## src/rtl/alm_pkg.sv

```systemverilog
package alm_pkg;
  localparam int ADDR_W = 3;
  localparam int DATA_W = 8;
  localparam int MIN_W  = 7;
  localparam int HOUR_W = 6;
  localparam int WDAY_W = 7;
  localparam int MDAY_W = 6;
  localparam int NFIELD = 4;

  typedef enum logic [ADDR_W-1:0] {
    RA_MIN  = 3'd0,
    RA_HOUR = 3'd1,
    RA_WDAY = 3'd2,
    RA_MDAY = 3'd3,
    RA_CTRL = 3'd4
  } reg_addr_e;

  localparam int CTRL_IE_BIT   = 0;
  localparam int CTRL_FLAG_BIT = 1;

  function automatic int field_width(int idx);
    case (idx)
      0: return MIN_W;
      1: return HOUR_W;
      2: return WDAY_W;
      default: return MDAY_W;
    endcase
  endfunction

  function automatic logic [DATA_W-1:0] keep_mask(int idx);
    logic [DATA_W-1:0] m;
    m = '0;
    m[DATA_W-1] = 1'b1;
    for (int b = 0; b < DATA_W-1; b++)
      if (b < field_width(idx)) m[b] = 1'b1;
    return m;
  endfunction
endpackage

```

## src/rtl/alm_regs.sv

```systemverilog
module alm_regs
  import alm_pkg::*;
(
  input  logic              clk,
  input  logic              rst,
  input  logic              we,
  input  logic [ADDR_W-1:0] addr,
  input  logic [DATA_W-1:0] wdata,
  input  logic [1:0]        ctrl_val,
  output logic [DATA_W-1:0] field_q [NFIELD],
  output logic [DATA_W-1:0] rdata
);
  generate
    for (genvar i = 0; i < NFIELD; i++) begin : g_field
      localparam logic [DATA_W-1:0] KEEP = keep_mask(i);
      always_ff @(posedge clk) begin
        if (rst)
          field_q[i] <= '0;
        else if (we && addr == ADDR_W'(i))
          field_q[i] <= wdata & KEEP;
      end
    end
  endgenerate

  logic [DATA_W-1:0] rd_d;
  always_comb begin
    rd_d = '0;
    if (addr == RA_CTRL)
      rd_d[1:0] = ctrl_val;
    else if (int'(addr) < NFIELD)
      rd_d = field_q[addr[1:0]];
  end

  always_ff @(posedge clk) begin
    if (rst) rdata <= '0;
    else     rdata <= rd_d;
  end

  assert_hour_pad_R1: assert property (@(posedge clk) disable iff (rst)
    ($past(addr) == RA_HOUR || $past(addr) == RA_MDAY) |-> (rdata[6] == 1'b0));
  assert_ctrl_pad_R2: assert property (@(posedge clk) disable iff (rst)
    ($past(addr) == RA_CTRL) |-> (rdata[DATA_W-1:2] == '0));
endmodule

```

## src/rtl/alm_match.sv

```systemverilog
module alm_match
  import alm_pkg::*;
(
  input  logic [DATA_W-1:0] field_q [NFIELD],
  input  logic [MIN_W-1:0]  cur_min,
  input  logic [HOUR_W-1:0] cur_hour,
  input  logic [WDAY_W-1:0] cur_wday,
  input  logic [MDAY_W-1:0] cur_mday,
  output logic              hit
);
  logic [NFIELD-1:0] field_ok;
  logic [NFIELD-1:0] field_eq;

  always_comb begin
    field_eq[0] = field_q[0][MIN_W-1:0]  == cur_min;
    field_eq[1] = field_q[1][HOUR_W-1:0] == cur_hour;
    field_eq[2] = |(field_q[2][WDAY_W-1:0] & cur_wday);
    field_eq[3] = field_q[3][MDAY_W-1:0] == cur_mday;
  end

  generate
    for (genvar i = 0; i < NFIELD; i++) begin : g_mask
      assign field_ok[i] = field_q[i][DATA_W-1] | field_eq[i];
    end
  endgenerate

  assign hit = &field_ok;
endmodule

```

## src/rtl/alm_flag.sv

```systemverilog
module alm_flag
  import alm_pkg::*;
(
  input  logic              clk,
  input  logic              rst,
  input  logic              ctrl_wr,
  input  logic [DATA_W-1:0] wdata,
  input  logic              tick,
  input  logic              hit,
  output logic              flag_q,
  output logic              ie_q,
  output logic              irq_n
);
  logic flag_d, ie_d;

  always_comb begin
    flag_d = flag_q;
    if (ctrl_wr && !wdata[CTRL_FLAG_BIT]) flag_d = 1'b0;
    if (tick && hit)                      flag_d = 1'b1;
    ie_d = ctrl_wr ? wdata[CTRL_IE_BIT] : ie_q;
  end

  always_ff @(posedge clk) begin
    if (rst) begin
      flag_q <= 1'b0;
      ie_q   <= 1'b0;
      irq_n  <= 1'b1;
    end else begin
      flag_q <= flag_d;
      ie_q   <= ie_d;
      irq_n  <= ~(flag_d & ie_d);
    end
  end

  assert_rise_on_tick_R5: assert property (@(posedge clk) disable iff (rst)
    $rose(flag_q) |-> $past(tick && hit));
  assert_fall_on_clear_R6: assert property (@(posedge clk) disable iff (rst)
    $fell(flag_q) |-> $past(ctrl_wr && !wdata[CTRL_FLAG_BIT]));
  assert_irq_active_R7: assert property (@(posedge clk) disable iff (rst)
    (flag_q && ie_q) |-> !irq_n);
  assert_irq_idle_R7: assert property (@(posedge clk) disable iff (rst)
    !irq_n |-> (flag_q && ie_q));
  assert_collision_keeps_R8: assert property (@(posedge clk) disable iff (rst)
    (tick && hit && ctrl_wr) |=> flag_q);
endmodule

```

## src/rtl/alarm_comparator.sv

```systemverilog
module alarm_comparator
  import alm_pkg::*;
(
  input  logic              clk,
  input  logic              rst,
  input  logic              bus_we,
  input  logic [2:0]        bus_addr,
  input  logic [7:0]        bus_wdata,
  output logic [7:0]        bus_rdata,
  input  logic              minute_tick,
  input  logic [6:0]        cur_min,
  input  logic [5:0]        cur_hour,
  input  logic [6:0]        cur_wday,
  input  logic [5:0]        cur_mday,
  output logic              irq_n
);
  logic [DATA_W-1:0] field_q [NFIELD];
  logic hit, flag_q, ie_q, ctrl_wr;

  assign ctrl_wr = bus_we && (bus_addr == RA_CTRL);

  alm_regs u_regs (
    .clk(clk), .rst(rst), .we(bus_we), .addr(bus_addr), .wdata(bus_wdata),
    .ctrl_val({flag_q, ie_q}), .field_q(field_q), .rdata(bus_rdata)
  );

  alm_match u_match (
    .field_q(field_q), .cur_min(cur_min), .cur_hour(cur_hour),
    .cur_wday(cur_wday), .cur_mday(cur_mday), .hit(hit)
  );

  alm_flag u_flag (
    .clk(clk), .rst(rst), .ctrl_wr(ctrl_wr), .wdata(bus_wdata),
    .tick(minute_tick), .hit(hit), .flag_q(flag_q), .ie_q(ie_q), .irq_n(irq_n)
  );

  assert_wday_onehot_R4: assert property (@(posedge clk) disable iff (rst)
    $onehot0(cur_wday));
endmodule

```

## config.mk

```make
export PLATFORM = sky130hd
export DESIGN_NAME = alarm_comparator
export DESIGN_NICKNAME = d
export VERILOG_FILES = /design/src/rtl/alm_pkg.sv /design/src/rtl/alm_regs.sv /design/src/rtl/alm_match.sv /design/src/rtl/alm_flag.sv /design/src/rtl/alarm_comparator.sv
export SDC_FILE = /design/constraint.sdc
export NUM_CORES = 1
export LEC_CHECK = 0
export BUFFER_PORTS_ARGS = -buffer_cell sky130_fd_sc_hd__buf_4
export CAP_MARGIN = 20
export CORE_UTILIZATION = 50
export CTS_BUF_LIST = sky130_fd_sc_hd__clkbuf_16
export DETAILED_ROUTE_END_ITERATION = 10
export GPL_TIMING_DRIVEN = 0
export PLACE_DENSITY_LB_ADDON = 0.2
export SKIP_LAST_GASP = 1
export SYNTH_ARGS = -nofsm -noshare
export SYNTH_HDL_FRONTEND = slang
export SYNTH_SLANG_ARGS = --single-unit
```

## constraint.sdc

```tcl
create_clock -name clk -period 4.4 [get_ports clk]
set_input_delay 0.66 -clock clk [delete_from_list [all_inputs] [get_ports clk]]
set_output_delay 0.66 -clock clk [all_outputs]
set_load 0.1 [all_outputs]
```

Yosys cells after proc, flatten, opt, wreduce, memory -nomap -nowiden
Index checks and enable logic that the tools add are counted.
Widths: inputs -> output; s select.
{"block": "word_totals", "inputBits": 41, "romBits": 0, "n_memories": 0, "out_inout_bits": 9, "latchBits": 0, "ram_bits": 0, "ff_bits": 41}
{"block": "op_classes", "div_mod_pow": 0, "n_mux": 8, "order_cmp": 2, "shifts": 0, "n_eq_ne": 7, "bitwise": 9, "add_sub_neg": 0, "mul": 0, "n_reduce_logical": 12}
{"op": "$bmux 8 s2", "count": 1}
{"op": "$mux 8", "count": 2}
{"op": "$eq 6x6->1", "count": 2}
{"op": "$and 7x7->7", "count": 1}
{"op": "$eq 7x7->1", "count": 1}
{"op": "$logic_and 1x1->1", "count": 7}
{"op": "$reduce_or 7->1", "count": 1}
{"op": "$eq 3x2->1 const B", "count": 2}
{"op": "$mux 2", "count": 2}
{"op": "$or 1x1->1", "count": 4}
{"op": "$reduce_and 4->1", "count": 1}
{"op": "$eq 3x1->1 const B", "count": 1}
{"op": "$eq 3x3->1 const B", "count": 1}
{"op": "$ge 3x3->1 const B", "count": 1}
{"op": "$logic_not 3->1", "count": 1}
{"op": "$lt 3x3->1 const B", "count": 1}
{"op": "$mux 1", "count": 3}
{"op": "$not 2->3", "count": 1}
{"op": "$reduce_or 3->1", "count": 1}
{"op": "$not 1->1", "count": 2}
{"op": "$and 1x1->1", "count": 1}
{"op": "$logic_not 1->1", "count": 1}

Depth between registers and ports, before layout
Gate-level depths: netlist of the first run.
{"block": "depth", "word_depth": 8, "mapped_depth": 6, "mapped_depth_nobuf": 5}

Modules after synthesis
Synthesis of the first run repeated with hierarchy kept, for this count alone.
{"block": "unflattened", "cells_unflattened": 188, "hier_area_um2": 1950.6}
{"module": "alm_regs", "instances": 1, "cells_each": 147, "seq_area_each_um2": 760.7, "area_per_inst_um2": 1570.3}
{"module": "alm_match", "instances": 1, "cells_each": 31, "seq_area_each_um2": 0.0, "area_per_inst_um2": 261.5}
{"module": "alm_flag", "instances": 1, "cells_each": 9, "seq_area_each_um2": 60.1, "area_per_inst_um2": 106.4}
{"module": "alarm_comparator", "instances": 1, "cells_each": 1, "seq_area_each_um2": 0.0, "area_per_inst_um2": 12.5}

Least setup slack after synthesis of the first run
Ideal clock, no wire load.
{"block": "synth_path", "path_kind": "input to register", "from": "input port cur_min[6]", "to": "register u_flag.flag_q", "path_slack_ns": 2.665, "arrival_ns": 1.669, "path_stages": 5, "setup_time_ns": 0.066, "cell_sequence": "xor2_1 > nor4_2 > a41oi_1 > o41ai_2 > nor2b_1"}
{"block": "synth_via", "elab_chain_cells": 5}
{"item": "start: declaration", "line_no": "alarm_comparator.sv:11", "text": "input logic [6:0] cur_min,"}
{"item": "$eq 7x7->1", "line_no": "alm_match.sv:15", "text": "field_eq[0] = field_q[0][MIN_W-1:0] == cur_min;"}
{"item": "$or 1x1->1", "line_no": "alm_match.sv:23", "text": "assign field_ok[i] = field_q[i][DATA_W-1] | field_eq[i];"}
{"item": "$reduce_and 4->1", "line_no": "alm_match.sv:27", "text": "assign hit = &field_ok;"}
{"item": "$logic_and 1x1->1", "line_no": "alm_flag.sv:19", "text": "if (tick && hit) flag_d = 1'b1;"}
{"item": "$mux 1", "line_no": "alm_flag.sv:19"}
{"item": "end signal: assignment", "line_no": "alm_flag.sv:29", "text": "flag_q <= flag_d;"}
{"item": "end: declaration", "line_no": "alm_flag.sv:10", "text": "output logic flag_q,"}
Every way passes these cells.
A chain may end at the register's enable or synchronous reset.

Worst setup path after layout of the first run
{"block": "layout_path", "from": "input port cur_hour[0]", "to": "register u_flag.flag_q"}
{"block": "layout_via", "elab_chain_cells": 5}
{"item": "start: declaration", "line_no": "alarm_comparator.sv:12", "text": "input logic [5:0] cur_hour,"}
{"item": "$eq 6x6->1", "line_no": "alm_match.sv:16", "text": "field_eq[1] = field_q[1][HOUR_W-1:0] == cur_hour;"}
{"item": "$or 1x1->1", "line_no": "alm_match.sv:23"}
{"item": "$reduce_and 4->1", "line_no": "alm_match.sv:27"}
{"item": "$logic_and 1x1->1", "line_no": "alm_flag.sv:19"}
{"item": "$mux 1", "line_no": "alm_flag.sv:19"}
Every way passes these cells.

==> results of run 1 <==
[through the flow]
stage / std cells / hold WS (ns) / util / area, µm² / total power (W)
floorplan: 185 / 0.446 / - / 1860 / 0.000436
global placement: 279 / 0.467 / 0.661 / 2270 / 0.000481
detailed placement: 279 / 0.470 / 0.661 / 2270 / 0.000482
CTS: 287 / 0.477 / 0.701 / 2410 / 0.000820
global route: 287 / 0.508 / 0.701 / 2410 / 0.000849
finish: 287 / 0.481 / 0.701 / 2410 / 0.000815
[cell type report]
type | count | share of cell area
Multi-Input combinational cell | 136 | 0.416
Sequential cell | 41 | 0.340
Timing Repair Buffer | 48 | 0.149
Clock buffer | 5 | 0.0519
Tap cell | 46 | 0.0239
Buffer | 7 | 0.0119
Clock inverter | 3 | 0.00519
Inverter | 1 | 0.00156
[how the worst min path moves through the flow]
stage	start	to	slack, ns	depth (start not counted)
4_1_cts	u_flag.ie_q	u_flag.ie_q	0.48	2
6_report	u_flag.ie_q	u_flag.ie_q	0.48	2
2_1_floorplan	u_regs.field_q[31]	u_regs.field_q[31]	0.45	2
5_1_grt	u_flag.ie_q	u_flag.ie_q	0.51	2
3_5_place_dp	u_flag.ie_q	u_flag.ie_q	0.47	2
3_3_place_gp	u_regs.field_q[31]	u_regs.field_q[31]	0.47	2
[layout by cell type, fill, tap and decap left out]
master and instances:
clkinv_1 2, nor4_2 1, nor3b_1 1, o41ai_2 1, nor3_1 1, clkinv_2 1
clkbuf_16 5, nor2_1 24, clkbuf_1 4, a22oi_1 5, xnor2_1 7, buf_1 1
a31oi_1 2, nand2_1 23, nor2_4 2, nor4_1 2, or2_2 1, or3_1 1
a21oi_1 10, buf_4 48, nand3_1 2, a41oi_1 1, o21ai_1 1, mux4_2 7
nor2b_1 7, xor2_1 12, nand4_1 1, mux2i_1 23, buf_2 2, nor3_2 1
dfxtp_1 41, inv_1 1
[state kept, by name (all words and copies together) (netlist names)]
register        cells
u_regs.rdata        8
u_flag.ie_q         1
u_flag.flag_q       1
u_regs.field_q     30
u_flag.irq_n        1
[per-layer routing]
metal  routed length, µm  global-route usage  part of all wire  up-vias
li1                    -                   -                 -      753
met1                1980               0.345              0.45      704
met2                2120               0.391              0.48       59
met3                 277              0.0456             0.062        5
met4                  63               0.113             0.014        0
met5                   0                   0                 0        -
[tightest hold or removal path, stage by stage, from the launching register on]
cell,delay (ns)
dfxtp_1,0.31
nand2_1,0.05
a21oi_1,0.07
[power by group]
group | switching (W) | internal (W) | leakage (nW) | total, W
Sequential | 0.00000575 | 0.000378 | 0.331 | 0.000384
Combinational | 0.0000461 | 0.0000456 | 0.599 | 0.0000917
Clock | 0.000135 | 0.000205 | 0.0687 | 0.000340
[cell families after synthesis]
kind of cell              Yosys count  synth area share
and+or+nand+nor                    67             0.172
DFF                                41             0.442
buffers and inverters               8            0.0175
muxes                              30             0.209
AOI/OAI and AO/OA                  20            0.0701
xor gates and xnor gates           19            0.0896
==> out/qor.yml, run 1 <==
run_status: "completed"
finalCritPeriodShare: 0.398
multi_input_area_mm2: 0.00100
syn_avg_cell_area_um2: 10.0
crit_type: "in2reg"
grt.overflow.total: 0
layout_setup_ws_ns: 2.65
core_area_mm2: 0.00344
r2r_setup_slack_ns: 2.78
vias: 1521
grt_pass1_wl_um: 7560
finalClockSkew_ns: 0.00331
die_area_mm2: 0.00396
gp_congestion: 0.823
cts_tree: "yes"
layout.nets: 281
clk_pin_slew_ns: 0.05
nFillCells: 272
post_drt_via_cell_ratio: 5.30
synth.most_common_cell: "dfxtp_1"
grt_max_degree: 13
rr_startpoint: "u_regs.field_q[16]"
pre_cts_slack_ns: 2.35
cp-start-kind: "primary input"
post-synth-top-area-cell: "dfxtp_1"
vdd_ir_drop_max_mv: 0.258
ys_types: 28
min_period_ns: 1.75
syn_nets: 226
crit_buf_inv: 1
synthFlopType: "dfxtp_1"
grt_usage: 0.254
synth_area_leaders: "dfxtp_1 44%, mux2i_1 12%, mux4_2 8.5%, xor2_1 5.7%, nor2_1 4.9%"
crit_cells: 6
boundaryPins: 50
crit_chain: "buf_4 -> xor2_1 -> nor4_1 -> a31oi_1 -> o41ai_2 -> nor2b_1"
ctsResizeCount: 0
slew_headroom: 0.659
die_h_um: 62.9
clockRootBuffer: "clkbuf_16"
htree_levels: 2
antenna_cells: 0
hpwl_um: 3380
syn_inst: 185
die_x_um: 62.9
tns_ns: 0
crit_family: "compound AO/OA/AOI/OAI gates"
drc: 0
yosys.area.top_type_share: 0.442
cp_max_fo: 2
portBuffers: 48
ys_async_sr_fraction: 0
areaGrowthSynthToFinish_pct: 29.9
clkLatencyLatePin_ns: 0.28
start_util: 0.539
startpoint: "cur_hour[0]"
arrival_ns: 1.97
critical_path_required_ns: 4.62
firstDrtPassIters: 4
max_freq_ghz: 0.571
wl_per_cell_um: 15.5
p_per_area_mw_per_mm2: 338
rows: 21
antenna_found_initial: 0
rsz0062_at_grt: "no"
cap_viol_max_count: 0
regArea_um2: 821
tightest_slew_ns: 0.509
setup_viol: 0
timing.rr.end: "u_flag.flag_q"
crit_path_end: "u_flag.flag_q"
crit_path_end_kind: "flop"
clk_path_buf_depth: 2
ys_seq_area_frac: 0.442
reg2reg_depth: 5
grt_pass1_vias: 1483
ctsHoldBuffers: 0
numCtsBuffers: 5
max_stage_delay_ns: 0.42
drive_above_1_share: 0.286
final_antenna_net_count: 0
slowest_stage: "o41ai_2"
hp-class: "reg2reg"
drtIter0Drc: 81
clkSinkCount: 41
synthTopCellsByCount: "41 x dfxtp_1, 24 x nor2_1, 23 x mux2i_1, 23 x nand2_1, 12 x xor2_1"
drv_slew: 0
ys_seq_elements: 41
finalHoldViolations: 0
ys_warn_count: 0
synth_edf_count: 0
netlist_area_mm2: 0.00186
routed_wl_um: 4440
leakagePower_nw: 0.999
post_cts_buffers: 0
(Power assumes the default switching activity.)
==> run 2, diff against run 1 <==
--- a/config.mk
+++ b/config.mk
@@ -7,7 +7,7 @@
 export LEC_CHECK = 0
 export BUFFER_PORTS_ARGS = -buffer_cell sky130_fd_sc_hd__buf_4
 export CAP_MARGIN = 20
-export CORE_UTILIZATION = 50
+export CORE_UTILIZATION = 46
 export CTS_BUF_LIST = sky130_fd_sc_hd__clkbuf_16
 export DETAILED_ROUTE_END_ITERATION = 10
 export GPL_TIMING_DRIVEN = 0
==> constraint.sdc (replaced) <==
create_clock -name clk -period 1.5 [get_ports clk]
set_input_delay 0.225 -clock clk [delete_from_list [all_inputs] [get_ports clk]]
set_output_delay 0.225 -clock clk [all_outputs]
set_load 0.1 [all_outputs]
==> out/qor.yml, run 2 (same netlist as run 1, synthesis figures left out) <==
run_status: "finished with violations"
violations: "negative setup slack"
cts_tree: "yes"
regArea_um2: 823  # +0.30%
firstDrtPassIters: 4  # unchanged
slew_headroom: 0.647  # -0.0122
multi_input_area_mm2: 0.00102  # +2.1%
grt_max_degree: 13  # unchanged
drc: 0  # unchanged
clk_path_buf_depth: 2  # unchanged
grt_pass1_wl_um: 7410  # -1.9%
start_util: 0.492  # -0.0471
layout_setup_ws_ns: -0.0384  # -2.69 ns
clkLatencyLatePin_ns: 0.28  # about the same
regMostFlops: "u_regs.field_q"
clk_pin_slew_ns: 0.06  # about the same
clkSinkCount: 41  # unchanged
min_period_ns: 1.54
grt_usage: 0.239  # -0.0158
areaGrowthSynthToFinish_pct: 32.1
cp_max_fo: 2  # unchanged
rsz0062_at_grt: "yes"
largestRegisters: "u_regs.field_q (30), u_regs.rdata (8)"
boundaryPins: 50  # unchanged
nFillCells: 328  # +21%
die_x_um: 65.5  # +4.1%
mostFrequentLayoutCell: "buf_4"
crit_type: "reg2reg"
clockRootBuffer: "clkbuf_16"
tightest_slew_ns: 0.527  # +0.0182 ns
cp-start-kind: "flop"
drv_slew: 0  # unchanged
rows: 22  # +4.8%
drtIter0Drc: 117  # +44%
final_cell_mix: "50 x buf_4, 39 x dfxtp_1, 24 x nor2_1"
core_area_mm2: 0.00377  # +9.6%
finalHoldViolations: 0  # unchanged
gp_congestion: 0.848  # +3.1%
hpwl_um: 3470  # +2.7%
crit_family: "compound AO/OA/AOI/OAI gates"
cap_viol_max_count: 0  # unchanged
post_drt_via_cell_ratio: 5.29  # -0.27%
max_stage_delay_ns: 0.40  # -0.02 ns
slowest_stage: "o41ai_2"
post_dp_cell_area_mm2: 0.00228  # +0.11%
antenna_found_initial: 0  # unchanged
die_area_mm2: 0.00429  # +8.4%
htree_levels: 2  # unchanged
hp-class: "in2reg"
crit_path_end_kind: "flop"
crit_chain: "xor2_2 -> nor4_2 -> a31oi_1 -> o41ai_2 -> nor2b_1"
p_per_area_mw_per_mm2: 980  # +190%
wl_per_cell_um: 15.6  # +0.96%
drive_above_1_share: 0.313  # +0.0265
largest_register_ffs: 30  # unchanged
critical_path_required_ns: 1.72  # -2.90 ns
vdd_ir_drop_max_mv: 0.676  # +160%
antenna_cells: 0  # unchanged
portBuffers: 48  # unchanged
arrival_ns: 1.76  # -0.21 ns
routed_wl_um: 4550  # +2.4%
max_freq_ghz: 0.650
layout.nets: 283  # +0.71%
leakagePower_nw: 1.01  # +1.3%
total_power_w: 0.00240  # +190%
ctsHoldBuffers: 0  # unchanged
grt.overflow.total: 0  # unchanged
r2r_setup_slack_ns: -0.04  # -2.82 ns
vias: 1538  # +1.1%
fin_area_mm2: 0.00245  # +1.7%
setup_viol: 1  # +1
finalCritPeriodShare: 1.03
final_antenna_net_count: 0  # unchanged
finalClockSkew_ns: 0.00384  # +0.000530 ns
grt_pass1_vias: 1517  # +2.3%
die_h_um: 65.5  # +4.1%
numCtsBuffers: 5  # unchanged
crit_buf_inv: 0  # -1
[run 2: cell types whose count changed in the layout (fill, tap and decap cells not counted), sizes merged]
cell / before / now
buf: 51 / 53
[run 2: report_power, final]
group          internal (W)  switching (W)  total (W)  leakage [nW]
registers           0.00111      0.0000173    0.00113         0.332
logic              0.000137       0.000137   0.000274         0.610
clock network      0.000601       0.000404    0.00100        0.0687
total               0.00185       0.000558    0.00240          1.01
[run 2: worst paths after layout]
path / start / to / depth (start not counted)
min reg2reg: u_regs.field_q[26] / u_regs.field_q[26] / 2
max reg2reg: u_regs.field_q[17] / u_flag.flag_q / 5
max: u_regs.field_q[17] / u_flag.flag_q / 5
min: bus_wdata[6] / u_regs.field_q[14] / 3
[run 2: final cells by class]
type / count / share of cell area
clock inverter: 3 / 0.00510
sequential: 41 / 0.336
tap: 48 / 0.0245
buffer: 7 / 0.0117
inverter: 1 / 0.00153
multi-input combinational: 136 / 0.418
timing repair buffer: 50 / 0.153
clock buffer: 5 / 0.0510
[run 2: metrics by stage]
stage | cells | worst slack (ns) | setup TNS, ns | hold WS [ns] | util
floorplan | 185 | 0.0943 | 0 | 0.361 | -
global placement | 281 | -0.0997 | -0.203 | 0.467 | 0.604
detailed placement | 281 | -0.140 | -0.247 | 0.477 | 0.604
CTS | 291 | -0.0717 | -0.0985 | 0.205 | 0.645
global route | 291 | -0.161 | -0.310 | 0.220 | 0.651
finish | 291 | -0.0384 | -0.0384 | 0.204 | 0.651
[run 2: timing repair]
action / in CTS / in global routing
cloned: 0 / 0
endpoints found under the setup margin: 2 / 2
pin swaps: 4 / 3
buffers inserted: 2 / 0
resized for setup: 2 / 3
[run 2: routing by layer]
metal,up-vias,share of wire,track usage
met5,-,0,0
met4,0,0.011,0.0761
met3,6,0.068,0.0625
met2,59,0.48,0.388
met1,718,0.44,0.307
li1,755,-,-
[run 2: worst reg2reg max path, cell delays in order, from the launching register on]
cell     delay [ns]
dfxtp_2        0.33
xor2_2         0.15
nor4_2         0.26
a31oi_1        0.16
o41ai_2        0.40
nor2b_1        0.18
